===== config.mk =====
export PLATFORM = sky130hd
export DESIGN_NAME = spi_master_ctrl
export DESIGN_NICKNAME = d
export VERILOG_FILES = /design/src/rtl/spim_pkg.sv /design/src/rtl/spim_fifo.sv /design/src/rtl/spim_engine.sv /design/src/rtl/spi_master_ctrl.sv
export SDC_FILE = /design/constraint.sdc
export NUM_CORES = 1
export LEC_CHECK = 0
export CORE_ASPECT_RATIO = 1.2
export CORE_MARGIN = 1.5
export CORE_UTILIZATION = 25
export DETAILED_ROUTE_END_ITERATION = 8
export DONT_BUFFER_PORTS = 1
export GPL_ROUTABILITY_DRIVEN = 0
export SLEW_MARGIN = 10
export SYNTH_ARGS = -nofsm -noshare
export SYNTH_HDL_FRONTEND = slang
export SYNTH_HIERARCHICAL = 1
export SYNTH_SLANG_ARGS = --single-unit

===== constraint.sdc =====
create_clock -name clk -period 9.6 [get_ports clk]
set_input_delay 0.48 -clock clk [delete_from_list [all_inputs] [get_ports clk]]
set_output_delay 0.48 -clock clk [all_outputs]
set_load 0.02 [all_outputs]

===== src/rtl/spim_pkg.sv =====
// Shared types and register addresses for the SPI master controller.
// Assumes a 3-bit word-addressed register bus.
package spim_pkg;

    typedef enum logic [1:0] {
        MODE_DUPLEX = 2'd0,
        MODE_TXONLY = 2'd1,
        MODE_RXONLY = 2'd2,
        MODE_MEMRD  = 2'd3
    } spim_mode_e;

    typedef enum logic [1:0] {
        ST_IDLE  = 2'd0,
        ST_SHIFT = 2'd1,
        ST_TAIL  = 2'd2
    } spim_state_e;

    localparam logic [2:0] ADR_CTRL   = 3'd0;
    localparam logic [2:0] ADR_COUNT  = 3'd1;
    localparam logic [2:0] ADR_BAUD   = 3'd2;
    localparam logic [2:0] ADR_SELECT = 3'd3;
    localparam logic [2:0] ADR_ENABLE = 3'd4;
    localparam logic [2:0] ADR_STATUS = 3'd5;
    localparam logic [2:0] ADR_DATA   = 3'd6;

endpackage


===== src/rtl/spim_fifo.sv =====
// Show-ahead synchronous queue. The head word is visible on rdata while the
// queue is not empty. A push into a full queue and a pop from an empty one
// are dropped. Assumes DEPTH is a power of two. A flush empties it in one cycle.
module spim_fifo #(
    parameter int W     = 16,
    parameter int DEPTH = 8,
    localparam int AW   = $clog2(DEPTH)
) (
    input  logic         clk,
    input  logic         rst_n,
    input  logic         flush,
    input  logic         push,
    input  logic [W-1:0] wdata,
    input  logic         pop,
    output logic [W-1:0] rdata,
    output logic         empty,
    output logic         full,
    output logic [AW:0]  level
);
    logic [W-1:0] mem [DEPTH];
    logic [AW:0]  wp, rp;

    assign level = wp - rp;
    assign empty = (level == '0);
    assign full  = (level == (AW+1)'(DEPTH));
    assign rdata = mem[rp[AW-1:0]];

    // Storage write on an accepted push.
    always_ff @(posedge clk) begin
        if (push && !full) mem[wp[AW-1:0]] <= wdata;
    end

    // Pointer update, cleared by reset or flush.
    always_ff @(posedge clk) begin
        if (!rst_n || flush) begin
            wp <= '0;
            rp <= '0;
        end else begin
            if (push && !full) wp <= wp + 1'b1;
            if (pop && !empty) rp <= rp + 1'b1;
        end
    end
endmodule


===== src/rtl/spim_engine.sv =====
// Serial shift engine. It produces SCLK from a half-period counter, shifts
// frames MSB first in either phase, and sequences frames by transfer mode.
// Assumes the configuration inputs stay stable while enable is high, and that
// the transmit queue is show-ahead.
module spim_engine
    import spim_pkg::*;
#(
    parameter int DW = 16,
    parameter int CW = 16,
    parameter int BW = 16,
    localparam int FW = $clog2(DW)
) (
    input  logic          clk,
    input  logic          rst_n,
    input  logic          enable,
    input  spim_mode_e    mode,
    input  logic          cpol,
    input  logic          cpha,
    input  logic [FW-1:0] fsz_m1,
    input  logic [CW-1:0] ndf,
    input  logic [BW-1:0] baud,
    input  logic          miso,
    input  logic          tx_empty,
    input  logic [DW-1:0] tx_data,
    output logic          tx_pop,
    output logic          rx_push,
    output logic [DW-1:0] rx_data,
    output logic          sclk,
    output logic          mosi,
    output logic          busy
);
    spim_state_e   state;
    logic [BW-2:0] hcnt;
    logic [BW-2:0] half;
    logic [FW+1:0] ecnt;
    logic [CW-1:0] fcnt;
    logic          tog, rx_phase, mosi_q;
    logic [DW-1:0] tx_sh, rx_sh, rx_next;
    logic [FW:0]   nbits;
    logic          tick, last_edge, lead, sample_ev, drive_ev, start, fend;
    logic          cont, from_tx, go_rx;
    logic [DW-1:0] al_start, al_next;

    assign half      = baud[BW-1:1];
    assign nbits     = {1'b0, fsz_m1} + 1'b1;
    assign tick      = (hcnt == '0);
    assign last_edge = (ecnt == ({nbits, 1'b0} - (FW+2)'(1)));
    assign lead      = ~ecnt[0];
    assign sample_ev = tick && (state == ST_SHIFT) && (lead != cpha);
    assign drive_ev  = tick && (state == ST_SHIFT) && (lead == cpha) && !last_edge;
    assign start     = (state == ST_IDLE) && enable && !tx_empty && (half != '0);
    assign fend      = tick && (state == ST_SHIFT) && last_edge;
    assign rx_next   = {rx_sh[DW-2:0], miso};

    // Left-align a word so that its MSB is the first bit shifted out.
    function automatic logic [DW-1:0] align(input logic [DW-1:0] w, input logic [FW:0] n);
        return w << ((FW+1)'(DW) - n);
    endfunction

    // Decide at a frame end whether and how the transfer continues.
    always_comb begin
        cont    = 1'b0;
        from_tx = 1'b0;
        go_rx   = 1'b0;
        case (mode)
            MODE_DUPLEX, MODE_TXONLY: begin
                cont    = !tx_empty;
                from_tx = !tx_empty;
            end
            MODE_RXONLY: cont = (fcnt != ndf);
            default: begin
                if (!rx_phase) begin
                    cont    = 1'b1;
                    from_tx = !tx_empty;
                    go_rx   = tx_empty;
                end else begin
                    cont = (fcnt != ndf);
                end
            end
        endcase
    end

    assign al_start = align((mode == MODE_RXONLY) ? '0 : tx_data, nbits);
    assign al_next  = align(from_tx ? tx_data : '0, nbits);
    assign tx_pop   = start || (fend && cont && from_tx);
    assign rx_push  = fend && ((mode == MODE_DUPLEX) || rx_phase);
    assign rx_data  = cpha ? rx_next : rx_sh;
    assign sclk     = cpol ^ tog;
    assign mosi     = mosi_q;
    assign busy     = (state != ST_IDLE);

    // Transfer sequencer: idle, edge-by-edge shifting, chip-select tail.
    always_ff @(posedge clk) begin
        if (!rst_n) begin
            state <= ST_IDLE; hcnt <= '0; ecnt <= '0; fcnt <= '0;
            tog <= 1'b0; rx_phase <= 1'b0; mosi_q <= 1'b0;
            tx_sh <= '0; rx_sh <= '0;
        end else if (!enable) begin
            state <= ST_IDLE; hcnt <= '0; ecnt <= '0; tog <= 1'b0;
        end else begin
            case (state)
                ST_IDLE: if (start) begin
                    state    <= ST_SHIFT;
                    hcnt     <= half - 1'b1;
                    ecnt     <= '0;
                    fcnt     <= '0;
                    tog      <= 1'b0;
                    rx_phase <= (mode == MODE_RXONLY);
                    rx_sh    <= '0;
                    tx_sh    <= cpha ? al_start : (al_start << 1);
                    if (!cpha) mosi_q <= al_start[DW-1];
                end
                ST_SHIFT: if (tick) begin
                    hcnt <= half - 1'b1;
                    tog  <= ~tog;
                    ecnt <= ecnt + 1'b1;
                    if (sample_ev) rx_sh <= rx_next;
                    if (drive_ev) begin
                        mosi_q <= tx_sh[DW-1];
                        tx_sh  <= tx_sh << 1;
                    end
                    if (last_edge) begin
                        ecnt <= '0;
                        if (rx_push) fcnt <= fcnt + 1'b1;
                        if (go_rx) begin
                            rx_phase <= 1'b1;
                            fcnt     <= '0;
                        end
                        if (cont) begin
                            rx_sh <= '0;
                            tx_sh <= cpha ? al_next : (al_next << 1);
                            if (!cpha) mosi_q <= al_next[DW-1];
                        end else begin
                            state <= ST_TAIL;
                        end
                    end
                end else begin
                    hcnt <= hcnt - 1'b1;
                end
                ST_TAIL: if (tick) state <= ST_IDLE;
                         else      hcnt  <= hcnt - 1'b1;
                default: state <= ST_IDLE;
            endcase
        end
    end
endmodule


===== src/rtl/spi_master_ctrl.sv =====
// Top level of the SPI master. It holds the register file and the two queues,
// and decodes the chip selects around the shift engine. Assumes single-cycle
// bus strobes. Read data is combinational, and a read strobe at the data
// address pops the receive queue.
module spi_master_ctrl
    import spim_pkg::*;
#(
    parameter int NCS        = 16,
    parameter int DW         = 16,
    parameter int FIFO_DEPTH = 8,
    parameter int CW         = 16,
    parameter int BW         = 16,
    localparam int FW        = $clog2(DW),
    localparam int LW        = $clog2(FIFO_DEPTH) + 1
) (
    input  logic           clk,
    input  logic           rst_n,
    input  logic           bus_wr,
    input  logic           bus_rd,
    input  logic [2:0]     bus_addr,
    input  logic [DW-1:0]  bus_wdata,
    output logic [DW-1:0]  bus_rdata,
    output logic           sclk,
    output logic           mosi,
    input  logic           miso,
    output logic [NCS-1:0] cs_n
);
    logic [9:0]     ctrl_q;
    logic [CW-1:0]  count_q;
    logic [BW-1:0]  baud_q;
    logic [NCS-1:0] sel_q;
    logic           en_q;
    logic           flush, busy;
    logic           tx_push, tx_pop, tx_empty, tx_full;
    logic           rx_push, rx_pop, rx_empty, rx_full;
    logic [DW-1:0]  tx_data, rx_wdata, rx_head;
    logic [LW-1:0]  tx_level, rx_level;
    logic           cfg_open;

    assign cfg_open = bus_wr && !en_q;
    assign flush    = bus_wr && (bus_addr == ADR_ENABLE) && !bus_wdata[0];
    assign tx_push  = bus_wr && (bus_addr == ADR_DATA);
    assign rx_pop   = bus_rd && (bus_addr == ADR_DATA);

    // Register file; configuration locks while the controller is enabled.
    always_ff @(posedge clk) begin
        if (!rst_n) begin
            ctrl_q <= '0; count_q <= '0; baud_q <= '0; sel_q <= '0; en_q <= 1'b0;
        end else begin
            if (cfg_open && bus_addr == ADR_CTRL)   ctrl_q <= bus_wdata[9:0];
            if (cfg_open && bus_addr == ADR_BAUD)   baud_q <= BW'(bus_wdata);
            if (cfg_open && bus_addr == ADR_SELECT) sel_q  <= NCS'(bus_wdata);
            if (bus_wr && bus_addr == ADR_COUNT)    count_q <= CW'(bus_wdata);
            if (bus_wr && bus_addr == ADR_ENABLE)   en_q   <= bus_wdata[0];
        end
    end

    // Read-back multiplexer.
    always_comb begin
        case (bus_addr)
            ADR_CTRL:   bus_rdata = DW'(ctrl_q);
            ADR_COUNT:  bus_rdata = DW'(count_q);
            ADR_BAUD:   bus_rdata = DW'(baud_q);
            ADR_SELECT: bus_rdata = DW'(sel_q);
            ADR_ENABLE: bus_rdata = DW'(en_q);
            ADR_STATUS: bus_rdata = DW'({!rx_empty, tx_empty, !tx_full, busy});
            ADR_DATA:   bus_rdata = rx_empty ? '0 : rx_head;
            default:    bus_rdata = '0;
        endcase
    end

    spim_fifo #(.W(DW), .DEPTH(FIFO_DEPTH)) u_txq (
        .clk(clk), .rst_n(rst_n), .flush(flush),
        .push(tx_push), .wdata(bus_wdata), .pop(tx_pop),
        .rdata(tx_data), .empty(tx_empty), .full(tx_full), .level(tx_level)
    );

    spim_fifo #(.W(DW), .DEPTH(FIFO_DEPTH)) u_rxq (
        .clk(clk), .rst_n(rst_n), .flush(flush),
        .push(rx_push), .wdata(rx_wdata), .pop(rx_pop),
        .rdata(rx_head), .empty(rx_empty), .full(rx_full), .level(rx_level)
    );

    spim_engine #(.DW(DW), .CW(CW), .BW(BW)) u_eng (
        .clk(clk), .rst_n(rst_n), .enable(en_q),
        .mode(spim_mode_e'(ctrl_q[9:8])), .cpol(ctrl_q[7]), .cpha(ctrl_q[6]),
        .fsz_m1(ctrl_q[FW-1:0]), .ndf(count_q), .baud(baud_q), .miso(miso),
        .tx_empty(tx_empty), .tx_data(tx_data), .tx_pop(tx_pop),
        .rx_push(rx_push), .rx_data(rx_wdata),
        .sclk(sclk), .mosi(mosi), .busy(busy)
    );

    // One active-low select line per mask bit, held during a transfer.
    for (genvar g = 0; g < NCS; g++) begin : g_cs
        assign cs_n[g] = !(sel_q[g] && busy);
    end
endmodule


* Yosys cells after proc, flatten, opt, wreduce, memory -nomap -nowiden
Memories as Yosys holds them, arrays and structs flattened. A register that Yosys moved wholly into a read port is not among the register bits.
Index checks and enable logic that the tools add are counted.
W data, S select, Z words.
** Word-level totals
- Output and inout port bits :: 34
- Word-level logic and storage cells :: 218
- Bits of input ports :: 24
- Memory bits (writable) :: 256
- Bits in registers :: 149
- Memories :: 2
** Operators by class
- Equality and inequality tests :: 25
- Bitwise logic cells :: 3
- Add/sub/neg operators :: 13
- Mux-type cells :: 68
- Reduce and logical (&&, ||, !) cells :: 87
- Shifts and indexed selects :: 2
** Memory list
- u_rxq.mem :: depth 8, bits a word 16, read ports 1, clocked after memory_dff 1, write ports 1, RTL line spim_fifo.sv:20 : logic [W-1:0] mem [DEPTH];
- u_txq.mem :: depth 8, bits a word 16, read ports 1, clocked after memory_dff 1, write ports 1, RTL line spim_fifo.sv:20
** Operators by type and width (number)
- $mux W16 :: 20
- $pmux W16 S7 :: 1
- $pmux W16 S2 :: 3
- $mux W15 :: 3
- $pmux W15 S3 :: 1
- $logic_and A1 B1 Y1 :: 40
- $shl A16 B5 Y16 :: 2
- $sub A15 B1 Y15 const B :: 2
- $logic_not A1 Y1 :: 24
- $mux W1 :: 21
- $mux W6 :: 3
- $add A16 B1 Y16 const B :: 1
- $add A4 B1 Y4 const B :: 4
- $ne A16 B16 Y1 :: 1
- $logic_not A15 Y1 :: 1
- $reduce_bool A15 Y1 :: 1
- $mux W3 :: 4
- $pmux W6 S2 :: 1
- $reduce_and A6 Y1 :: 2
- $mux W2 :: 5
- $ne A2 B1 Y1 const B :: 5
- $pmux W1 S2 :: 5
- $reduce_and A5 Y1 :: 2
- $eq A3 B3 Y1 const B :: 3
- other kinds (29) :: 43

* Longest topological paths before layout
Gate-level depths: netlist of the first run.
- Depth in word-level cells :: 12
- Gate-level depth with buffers :: 16
- Depth with buffers taken out :: 14

* By module
Netlist of the first run, hierarchy kept.
** By module, submodules not included
- spim_engine :: sequential area each 1481.4 sq um, times used 1, cells an instance 814, area each 6312.3 sq um
- spim_fifo at u_txq :: sequential area each 4063.9 sq um, times used 1, cells an instance 271, area each 5482.8 sq um
- spim_fifo at u_rxq :: sequential area each 4063.9 sq um, times used 1, cells an instance 267, area each 5441.5 sq um
- spi_master_ctrl :: sequential area each 1181.1 sq um, times used 1, cells an instance 366, area each 3183.1 sq um

* Worst setup path before layout of the first run
No wires, ideal clock.
- Kind :: reg2reg
- Start :: register ctrl_q[1]
- End :: memory u_rxq.mem[0][0], enable pin
- Clock period less this slack :: 4158 ps
- Path slack :: 5442 ps
- Library setup time :: 430 ps
- Stages on the path, launching flop included :: 11
- Arrival time :: 3728 ps
- Cell sequence :: dfxtp_1 ha_1 buf_4 nand3_1 o21ai_1 o21ai_0 o211a_1 and3_1 clkbuf_1 nand2_1 nor4_1
** On the way
- Word-level cells in the longest chain between the ends :: 8
** RTL lines
- start: declaration :: RTL line spi_master_ctrl.sv:28 : logic [9:0] ctrl_q;
- start signal: assignment :: RTL line spi_master_ctrl.sv:50 : if (cfg_open && bus_addr == ADR_CTRL) ctrl_q <= bus_wdata[9:0];
- $add A4 B1 Y5 :: RTL line spim_engine.sv:45 : assign nbits = {1'b0, fsz_m1} + 1'b1;
- $sub A6 B1 Y6 :: RTL line spim_engine.sv:47 : assign last_edge = (ecnt == ({nbits, 1'b0} - (FW+2)'(1)));
- $eq A6 B6 Y1 :: RTL line spim_engine.sv:47
- $logic_and A1 B1 Y1 :: RTL line spim_engine.sv:52 : assign fend = tick && (state == ST_SHIFT) && last_edge;
- $logic_and A1 B1 Y1 :: RTL line spim_engine.sv:86 : assign rx_push = fend && ((mode == MODE_DUPLEX) || rx_phase);
- named net rx_push :: RTL line spi_master_ctrl.sv:35 : logic rx_push, rx_pop, rx_empty, rx_full;
- $logic_and A1 B1 Y1 :: RTL line spim_fifo.sv:30 : if (push && !full) mem[wp[AW-1:0]] <= wdata;
- $mux W1 :: RTL line spim_fifo.sv:30
- $mux W1 (implied by the code) :: RTL line spim_fifo.sv:30
- end: declaration :: RTL line spim_fifo.sv:20
The timed path passes the listed nets, and every way through them passes these cells.

* Worst setup path after layout of the first run
- Start :: register ctrl_q[0]
- End :: register u_txq.rp[3]
** On the way
- Word-level cells in the longest chain between the ends :: 8
** RTL lines
- $add A4 B1 Y5 :: RTL line spim_engine.sv:45
- $sub A6 B1 Y6 :: RTL line spim_engine.sv:47
- $eq A6 B6 Y1 :: RTL line spim_engine.sv:47
- $logic_and A1 B1 Y1 :: RTL line spim_engine.sv:52
- $logic_and A1 B1 Y1 (2 in a row) :: RTL line spim_engine.sv:85 : assign tx_pop = start || (fend && cont && from_tx);
- $logic_or A1 B1 Y1 :: RTL line spim_engine.sv:85
- named net tx_pop :: RTL line spi_master_ctrl.sv:34 : logic tx_push, tx_pop, tx_empty, tx_full;
- $logic_and A1 B1 Y1 :: RTL line spim_fifo.sv:40 : if (pop && !empty) rp <= rp + 1'b1;
- end signal: assignment :: RTL line spim_fifo.sv:40
- end: declaration :: RTL line spim_fifo.sv:21 : logic [AW:0] wp, rp;
The timed path passes the listed nets, and every way through them passes these cells.
A chain may end at the register's enable or synchronous reset.

==> results_dict.tcl, run 1 <==
set metrics [dict create \
    run_status "complete, no violations" \
    placement.io_buffers 0 \
    placementRows 114 \
    ant_nets 0 \
    grt_first_pass_wirelength_um 84600 \
    first_global_vias 14100 \
    worst_path_dominant_cell_family "compound AO/OA/AOI/OAI gates" \
    antenna_violations_before_repair 3 \
    syn-num-nets 1763 \
    grt_setup_unrepaired "no" \
    required_time_reported_for_the_critical_path_endpoint_ns 10.09 \
    wl_per_cell_um 20.1 \
    ys_seq_area_share_pct 52.8 \
    cts-resized-gates 0 \
    cell_internal_pwr_uw 2990 \
    avgSynthCellArea_um2 11.9 \
    area.growth.synth_to_final_pct 13.3 \
    start_util_pct 25.3 \
    worstRegToRegCells 11 \
    remaining_drc_errors 0 \
    ioPinCount 58 \
    die_height_um 316 \
    p_leak_uw 0.00724 \
    synth_async_sr_flop_share_pct 0 \
    max_freq_mhz 186 \
    critical_path.endpoint_type "register" \
    postCtsHoldBufs 16 \
    dieArea_um2 83400 \
    place.detailed.hpwl_um 36900 \
    holdCritPathClass "in -> reg" \
    clock_tree.htree_level_count 2 \
    max-vdd-ir-drop_mv 0.144 \
    drive_gt1_share_pct 18.4 \
    timing.critical_path.slowest_cell_delay_ns 1.03 \
    post-cts-setup-buffers 0 \
    timing.rr.end "u_txq/rp[3]" \
    crit_chain "ha_1 > buf_4 > nand2b_1 > o21ai_1 > o21ai_0 > o211ai_1 > or3_1 > o32ai_1 > nand4_1 > or4_1 > a21oi_1" \
    netSwitchingFraction_pct 21.5 \
    hold-path-endpoint "u_txq/mem[0][8]" \
    nNetsFinal 1741 \
    critical_path_class "reg -> reg" \
    vias 14400 \
    fin_crit_ns 5.39 \
    max_slew_margin_pct 23.1 \
    power_switching_uw 821 \
    reg2reg_from "ctrl_q[0]" \
    number_of_buffers_on_the_longest_clock_path 3 \
    synth_cells 1718 \
    fp.coreArea_um2 80700 \
    detail_route.vias_per_cell 5.19 \
    hold-path-cell-count 0 \
    skew_ns 0.0195 \
    p_comb_share_pct 3.4 \
    clock_sink_count 411 \
    start_kind "register" \
    hold_violations 0 \
    post_synth_instance_area_um2 20400 \
    finalCoreUtilization_pct 28.6 \
    synth_enable_flop_cells 256 \
    insertedDiodeCount 0 \
    timing_worst_slew_pin_value_ns 1.14 \
    cp_num_buf_inv 1 \
    cp_slowest_cell "sky130_fd_sc_hd__dfxtp_1" \
    largest_net_degree_at_the_start_of_global_routing 88 \
    ys_types 99 \
    first_pass_iters 6 \
    min-delay-start "bus_wdata[8]" \
    timing.final.max_slew_violations 0 \
    cts_inserted_buffers 43 \
    max_cap_viol_count 0 \
    synth-warning-count 6 \
    postSynthRegisterBits 411 \
    tritoncts "built" \
    dieWidth_um 264 \
    worst-path-max-fanout 35 \
    clock_insertion_delay_worst_skew_ns 0.57 \
    clk_transition_reported_paths_ns 0.06 \
    period_share_pct 56.1 \
    yosys_most_used_dff "sky130_fd_sc_hd__edfxtp_1" \
    globalRoute.totalOverflow 0 \
    setup_violations 0 \
    final.setup.tns_ns 0 \
    layout.filler_cells 8251 \
    crit_arrival_ns 5.88 \
    p_total_uw 3810 \
    groute.usage.overall_pct 13.0 \
    clkPwrFrac_pct 47.4 \
    rrSetupSlack_ns 4.21 \
    power-per-cell-area_nw_per_um2 165 \
    drt-initial-drc-count 1459 \
    cts_root_buf "sky130_fd_sc_hd__clkbuf_16" \
    finalWirelength_um 55700 \
    place_ws_ns 4.31 \
    share_seq_of_total_power_pct 49.3 \
    final_critical_path_setup_slack_ns 4.21 \
]
power by group through the flow:
| stage | combinational (µW) | clock, µW | sequential, µW |
|---|---|---|---|
| 2_1_floorplan | 101 | 0 | 1910 |
| 3_3_place_gp | 112 | 0 | 1920 |
| 3_5_place_dp | 113 | 0 | 1920 |
| 4_1_cts | 126 | 1840 | 1880 |
| 5_1_grt | 137 | 1910 | 1880 |
| 6_report | 128 | 1810 | 1880 |
metal layers:
| metal | track usage [%] | wire length [µm] | vias up |
|---|---|---|---|
| li1 | - | - | 6519 |
| met1 | 16.6 | 23200 | 7273 |
| met2 | 22.5 | 27400 | 527 |
| met3 | 2.10 | 3570 | 88 |
| met4 | 4.23 | 1510 | 0 |
| met5 | 0 | 0 | - |
state kept, by name, indices dropped and copies added (netlist names), named ones only:
name	count
baud_q	16
count_q	16
ctrl_q	10
en_q	1
sel_q	16
u_eng/ecnt	6
u_eng/fcnt	16
u_eng/hcnt	15
u_eng/mosi	1
u_eng/rx_phase	1
u_eng/rx_sh	16
u_eng/state	2
u_eng/tog	1
u_eng/tx_sh	16
u_rxq/mem	128
u_rxq/rp	4
u_rxq/wp	4
u_txq/mem	128
u_txq/rp	4
u_txq/wp	4
layout by cell type, fill, tap and decap left out, types with 19 or more instances in the layout:
cell                        instances
sky130_fd_sc_hd__nor2_1            93
sky130_fd_sc_hd__dfxtp_1          152
sky130_fd_sc_hd__o21ai_0          105
sky130_fd_sc_hd__a21oi_1           79
sky130_fd_sc_hd__edfxtp_1         256
sky130_fd_sc_hd__a22oi_1           22
sky130_fd_sc_hd__inv_1             31
sky130_fd_sc_hd__buf_4             32
sky130_fd_sc_hd__xor2_1            21
sky130_fd_sc_hd__nand2_1          156
sky130_fd_sc_hd__ha_1              19
sky130_fd_sc_hd__xnor2_1           28
sky130_fd_sc_hd__a21boi_0          48
sky130_fd_sc_hd__mux2_2            73
sky130_fd_sc_hd__nor3_1            26
sky130_fd_sc_hd__nand3_1           81
sky130_fd_sc_hd__mux4_2            83
sky130_fd_sc_hd__clkbuf_16         44
stage by stage:
stage	hold WS [ns]	instance area, µm²	cells
floorplan	0.427	20400	1718
global placement	0.436	21400	2679
detailed placement	0.453	21400	2679
CTS	0.00339	23100	2775
global route	0.00281	23100	2775
finish	0.0250	23100	2775
worst max-delay path by stage:
stage | startpoint | end | slack [ns] | cells after the start
floorplan | ctrl_q[1] | u_rxq/mem[0][0] | 5.44 | 10
global placement | ctrl_q[0] | u_txq/rp[3] | 4.50 | 11
detailed placement | ctrl_q[0] | u_txq/rp[3] | 4.31 | 11
CTS | ctrl_q[0] | u_txq/rp[3] | 4.30 | 11
global route | ctrl_q[0] | u_txq/rp[3] | 3.92 | 11
finish | ctrl_q[0] | u_txq/rp[3] | 4.21 | 11
Yosys cell counts, types with 12 or more instances:
cell                       number  area share (%)
sky130_fd_sc_hd__or3_1         14            0.43
sky130_fd_sc_hd__o21ai_0      105             2.6
sky130_fd_sc_hd__mux4_2        83             9.2
sky130_fd_sc_hd__inv_1         31            0.57
sky130_fd_sc_hd__a22oi_1       22            0.81
sky130_fd_sc_hd__xnor2_1       28             1.2
sky130_fd_sc_hd__buf_4         12            0.44
sky130_fd_sc_hd__a21boi_1      12            0.44
sky130_fd_sc_hd__nor3_1        34            0.83
sky130_fd_sc_hd__mux2i_1       17            0.83
sky130_fd_sc_hd__a21boi_0      48             1.8
sky130_fd_sc_hd__ha_1          19             1.2
sky130_fd_sc_hd__edfxtp_1     256              38
sky130_fd_sc_hd__xor2_1        21            0.90
sky130_fd_sc_hd__and3_1        13            0.40
sky130_fd_sc_hd__clkbuf_1      55             1.0
sky130_fd_sc_hd__a21oi_1       79             1.9
sky130_fd_sc_hd__nand3_1       81             2.0
sky130_fd_sc_hd__nand4_1       15            0.46
sky130_fd_sc_hd__nor2_1        93             1.7
sky130_fd_sc_hd__nand2_1      156             2.9
sky130_fd_sc_hd__dfxtp_1      155              15
sky130_fd_sc_hd__buf_2         23            0.56
sky130_fd_sc_hd__o22ai_1       13            0.40
sky130_fd_sc_hd__nor2b_1       13            0.40
sky130_fd_sc_hd__nand2b_1      14            0.43
sky130_fd_sc_hd__mux2_2        73             4.0
cell families (layout without fill, tap and decap cells):
logic type,Yosys count,count (layout),share of synthesized area [%]
XOR/XNOR,49,49,2.10
flip-flops,411,411,52.8
buffers and inverters,150,163,3.61
AO/OA/AOI/OAI,403,403,13.1
adder cells (fa/ha/maj),21,21,1.36
AND/OR/NAND/NOR,509,509,12.7
multiplexers,175,175,14.3
cell type report:
| type | instances | area, µm² | area share (%) |
|---|---|---|---|
| clock buffers | 48 | 1130 | 4.87 |
| clock inverters | 32 | 419 | 1.81 |
| inverters | 35 | 131 | 0.568 |
| multi-input cells | 1157 | 8950 | 38.7 |
| flip-flops and latches | 411 | 10800 | 46.7 |
| well taps | 1044 | 1310 | 5.65 |
| repair buffers | 48 | 400 | 1.73 |
Note: power is estimated with default switching activity, not from simulation.
==> run 2: changes to the inputs <==
--- a/config.mk
+++ b/config.mk
@@ -5,6 +5,7 @@
 export SDC_FILE = /design/constraint.sdc
 export NUM_CORES = 1
 export LEC_CHECK = 0
+export ABC_AREA = 1
 export CORE_ASPECT_RATIO = 1.2
 export CORE_MARGIN = 1.5
 export CORE_UTILIZATION = 25
==> constraint.sdc (replaced) <==
create_clock -name clk -period 5.1 [get_ports clk]
set_input_delay 0.255 -clock clk [delete_from_list [all_inputs] [get_ports clk]]
set_output_delay 0.255 -clock clk [all_outputs]
set_load 0.02 [all_outputs]
==> results_dict.tcl, run 2 <==
set metrics [dict create \
    run_status "complete, no violations" \
    power_switching_uw 1700 \
    setup_violations 0 \
    first_global_vias 17000 \
    number_of_buffers_on_the_longest_clock_path 3 \
    hold_violations 0 \
    netSwitchingFraction_pct 23.3 \
    clkPwrFrac_pct 45.5 \
    required_time_reported_for_the_critical_path_endpoint_ns 5.56 \
    mostFrequentLayoutCells "621 x sky130_fd_sc_hd__nand2_1, 518 x sky130_fd_sc_hd__nor2_1, 256 x sky130_fd_sc_hd__edfxtp_1, 216 x sky130_fd_sc_hd__nand3_1, 197 x sky130_fd_sc_hd__o21ai_0" \
    timing_worst_slew_pin_value_ns 1.12 \
    cell_internal_pwr_uw 5620 \
    placementRows 118 \
    clk_transition_reported_paths_ns 0.06 \
    power-per-cell-area_nw_per_um2 299 \
    share_seq_of_total_power_pct 48.5 \
    hold-path-endpoint "u_rxq/wp[3]" \
    drive_gt1_share_pct 7.34 \
    reg2reg_from "u_txq/wp[0]" \
    syn-num-nets 2794 \
    drt-initial-drc-count 1591 \
    vias 18600 \
    cts_inserted_buffers 43 \
    clock_sink_count 411 \
    clock_insertion_delay_worst_skew_ns 0.58 \
    tritoncts "built" \
    max_cap_viol_count 0 \
    period_share_pct 75.5 \
    min-delay-start "rst_n" \
    start_kind "register" \
    groute.usage.overall_pct 14.4 \
    avgSynthCellArea_um2 7.92 \
    post-cts-setup-buffers 0 \
    timing.rr.end "u_eng/fcnt[9]" \
    cts_root_buf "sky130_fd_sc_hd__clkbuf_16" \
    hold-path-cell-count 4 \
    finish.cell_count_without_fillers 3882 \
    grt_first_pass_wirelength_um 100000 \
    skew_ns 0.0204 \
    ant_nets 0 \
    area.growth.synth_to_final_pct 12.5 \
    launching_element_of_the_worst_setup_path "u_txq/wp[0]" \
    p_comb_share_pct 6.0 \
    fin_crit_ns 3.85 \
    detail_route.vias_per_cell 4.79 \
    timing.final.max_slew_violations 0 \
    dieArea_um2 88800 \
    critical_path_class "reg -> reg" \
    remaining_drc_errors 0 \
    nNetsFinal 2751 \
    first_pass_iters 6 \
    max_slew_margin_pct 25.5 \
    max_freq_mhz 260 \
    max-vdd-ir-drop_mv 0.288 \
    fp.coreArea_um2 86200 \
    antenna_violations_before_repair 1 \
    p_leak_uw 0.00908 \
    ioPinCount 58 \
    rrSetupSlack_ns 1.25 \
    largest_net_degree_at_the_start_of_global_routing 94 \
    holdCritPathClass "in -> reg" \
    worst-path-max-fanout 31 \
    start_util_pct 25.2 \
    dieWidth_um 272 \
    place.detailed.hpwl_um 44200 \
    globalRoute.totalOverflow 0 \
    critical_path.endpoint_type "register" \
    fin_worst_hold_slack_ns 0.0336 \
    final.setup.tns_ns 0 \
    grt_setup_unrepaired "no" \
    synth_cells 2749 \
    crit_arrival_ns 4.31 \
    post_synth_instance_area_um2 21800 \
    placement.io_buffers 0 \
    synth-warning-count 6 \
    finalCoreUtilization_pct 28.4 \
    die_height_um 326 \
    worstRegToRegCells 17 \
    wl_per_cell_um 16.8 \
    final_common_cell "sky130_fd_sc_hd__nand2_1" \
    place.detailed.instances 3779 \
    finalWirelength_um 65300 \
    clock_tree.htree_level_count 2 \
]
run 2: power by group through the flow:
stage                     clock, µW  sequential, µW  combinational, µW
final                          3330            3550                439
after floorplan                   0            3610                307
after global placement            0            3620                386
after global routing           3500            3550                484
after detailed placement          0            3630                386
after CTS                      3380            3550                434
run 2: what timing repair did:
action | 4_1_cts | 5_1_grt
hold buffers | 22 | 0
hold endpoints to repair | 222 | 0
gates resized for setup | 0 | 0
run 2: worst max path at each step:
stage,to,slack [ns],depth (start not counted)
4_1_cts,u_eng/fcnt[9],1.23,17
2_1_floorplan,u_rxq/mem[1][0],1.95,15
5_1_grt,u_eng/fcnt[8],0.91,17
3_3_place_gp,u_eng/fcnt[1],1.40,17
3_5_place_dp,u_eng/fcnt[9],1.28,17
6_report,u_eng/fcnt[9],1.25,17
run 2: critical path, cell delays in order, from the launching register on:
cell and delay [ns]:
sky130_fd_sc_hd__dfxtp_1 0.39, sky130_fd_sc_hd__inv_1 0.08, sky130_fd_sc_hd__ha_1 0.19, sky130_fd_sc_hd__inv_1 0.09, sky130_fd_sc_hd__fa_1 0.42, sky130_fd_sc_hd__or2_0 0.25, sky130_fd_sc_hd__nor2_2 0.16, sky130_fd_sc_hd__nand3_2 0.20
sky130_fd_sc_hd__inv_1 0.21, sky130_fd_sc_hd__clkinv_1 0.11, sky130_fd_sc_hd__nor3_1 0.19, sky130_fd_sc_hd__nor2_1 0.25, sky130_fd_sc_hd__inv_1 0.24, sky130_fd_sc_hd__a31oi_1 0.12, sky130_fd_sc_hd__nor2_4 0.58, sky130_fd_sc_hd__nand2_1 0.12
sky130_fd_sc_hd__nand2_1 0.09, sky130_fd_sc_hd__nor2_1 0.04
run 2: layer usage:
layer	wire length [µm]	GRT usage (%)	share of wire [%]
met5	0	0	0
met4	2630	6.17	4.0
met3	3590	2.32	5.5
met2	32000	24.6	49
met1	27200	17.7	42
run 2: cell type report:
type	instances	area (µm²)
Sequential cell	411	10800
Fill cell	9245	61700
Clock inverter	16	228
Timing Repair Buffer	56	493
Multi-Input combinational cell	1997	9510
Antenna cell	2	5.00
Clock buffer	63	1280
Inverter	197	744
Tap cell	1140	1430
run 2: through the flow:
step | setup WS, ns | area (µm²) | power [µW]
floorplan | 1.95 | 21800 | 3920
global placement | 1.40 | 22700 | 4010
detailed placement | 1.28 | 22700 | 4010
CTS | 1.23 | 24500 | 7370
global route | 0.913 | 24500 | 7540
finish | 1.25 | 24500 | 7320
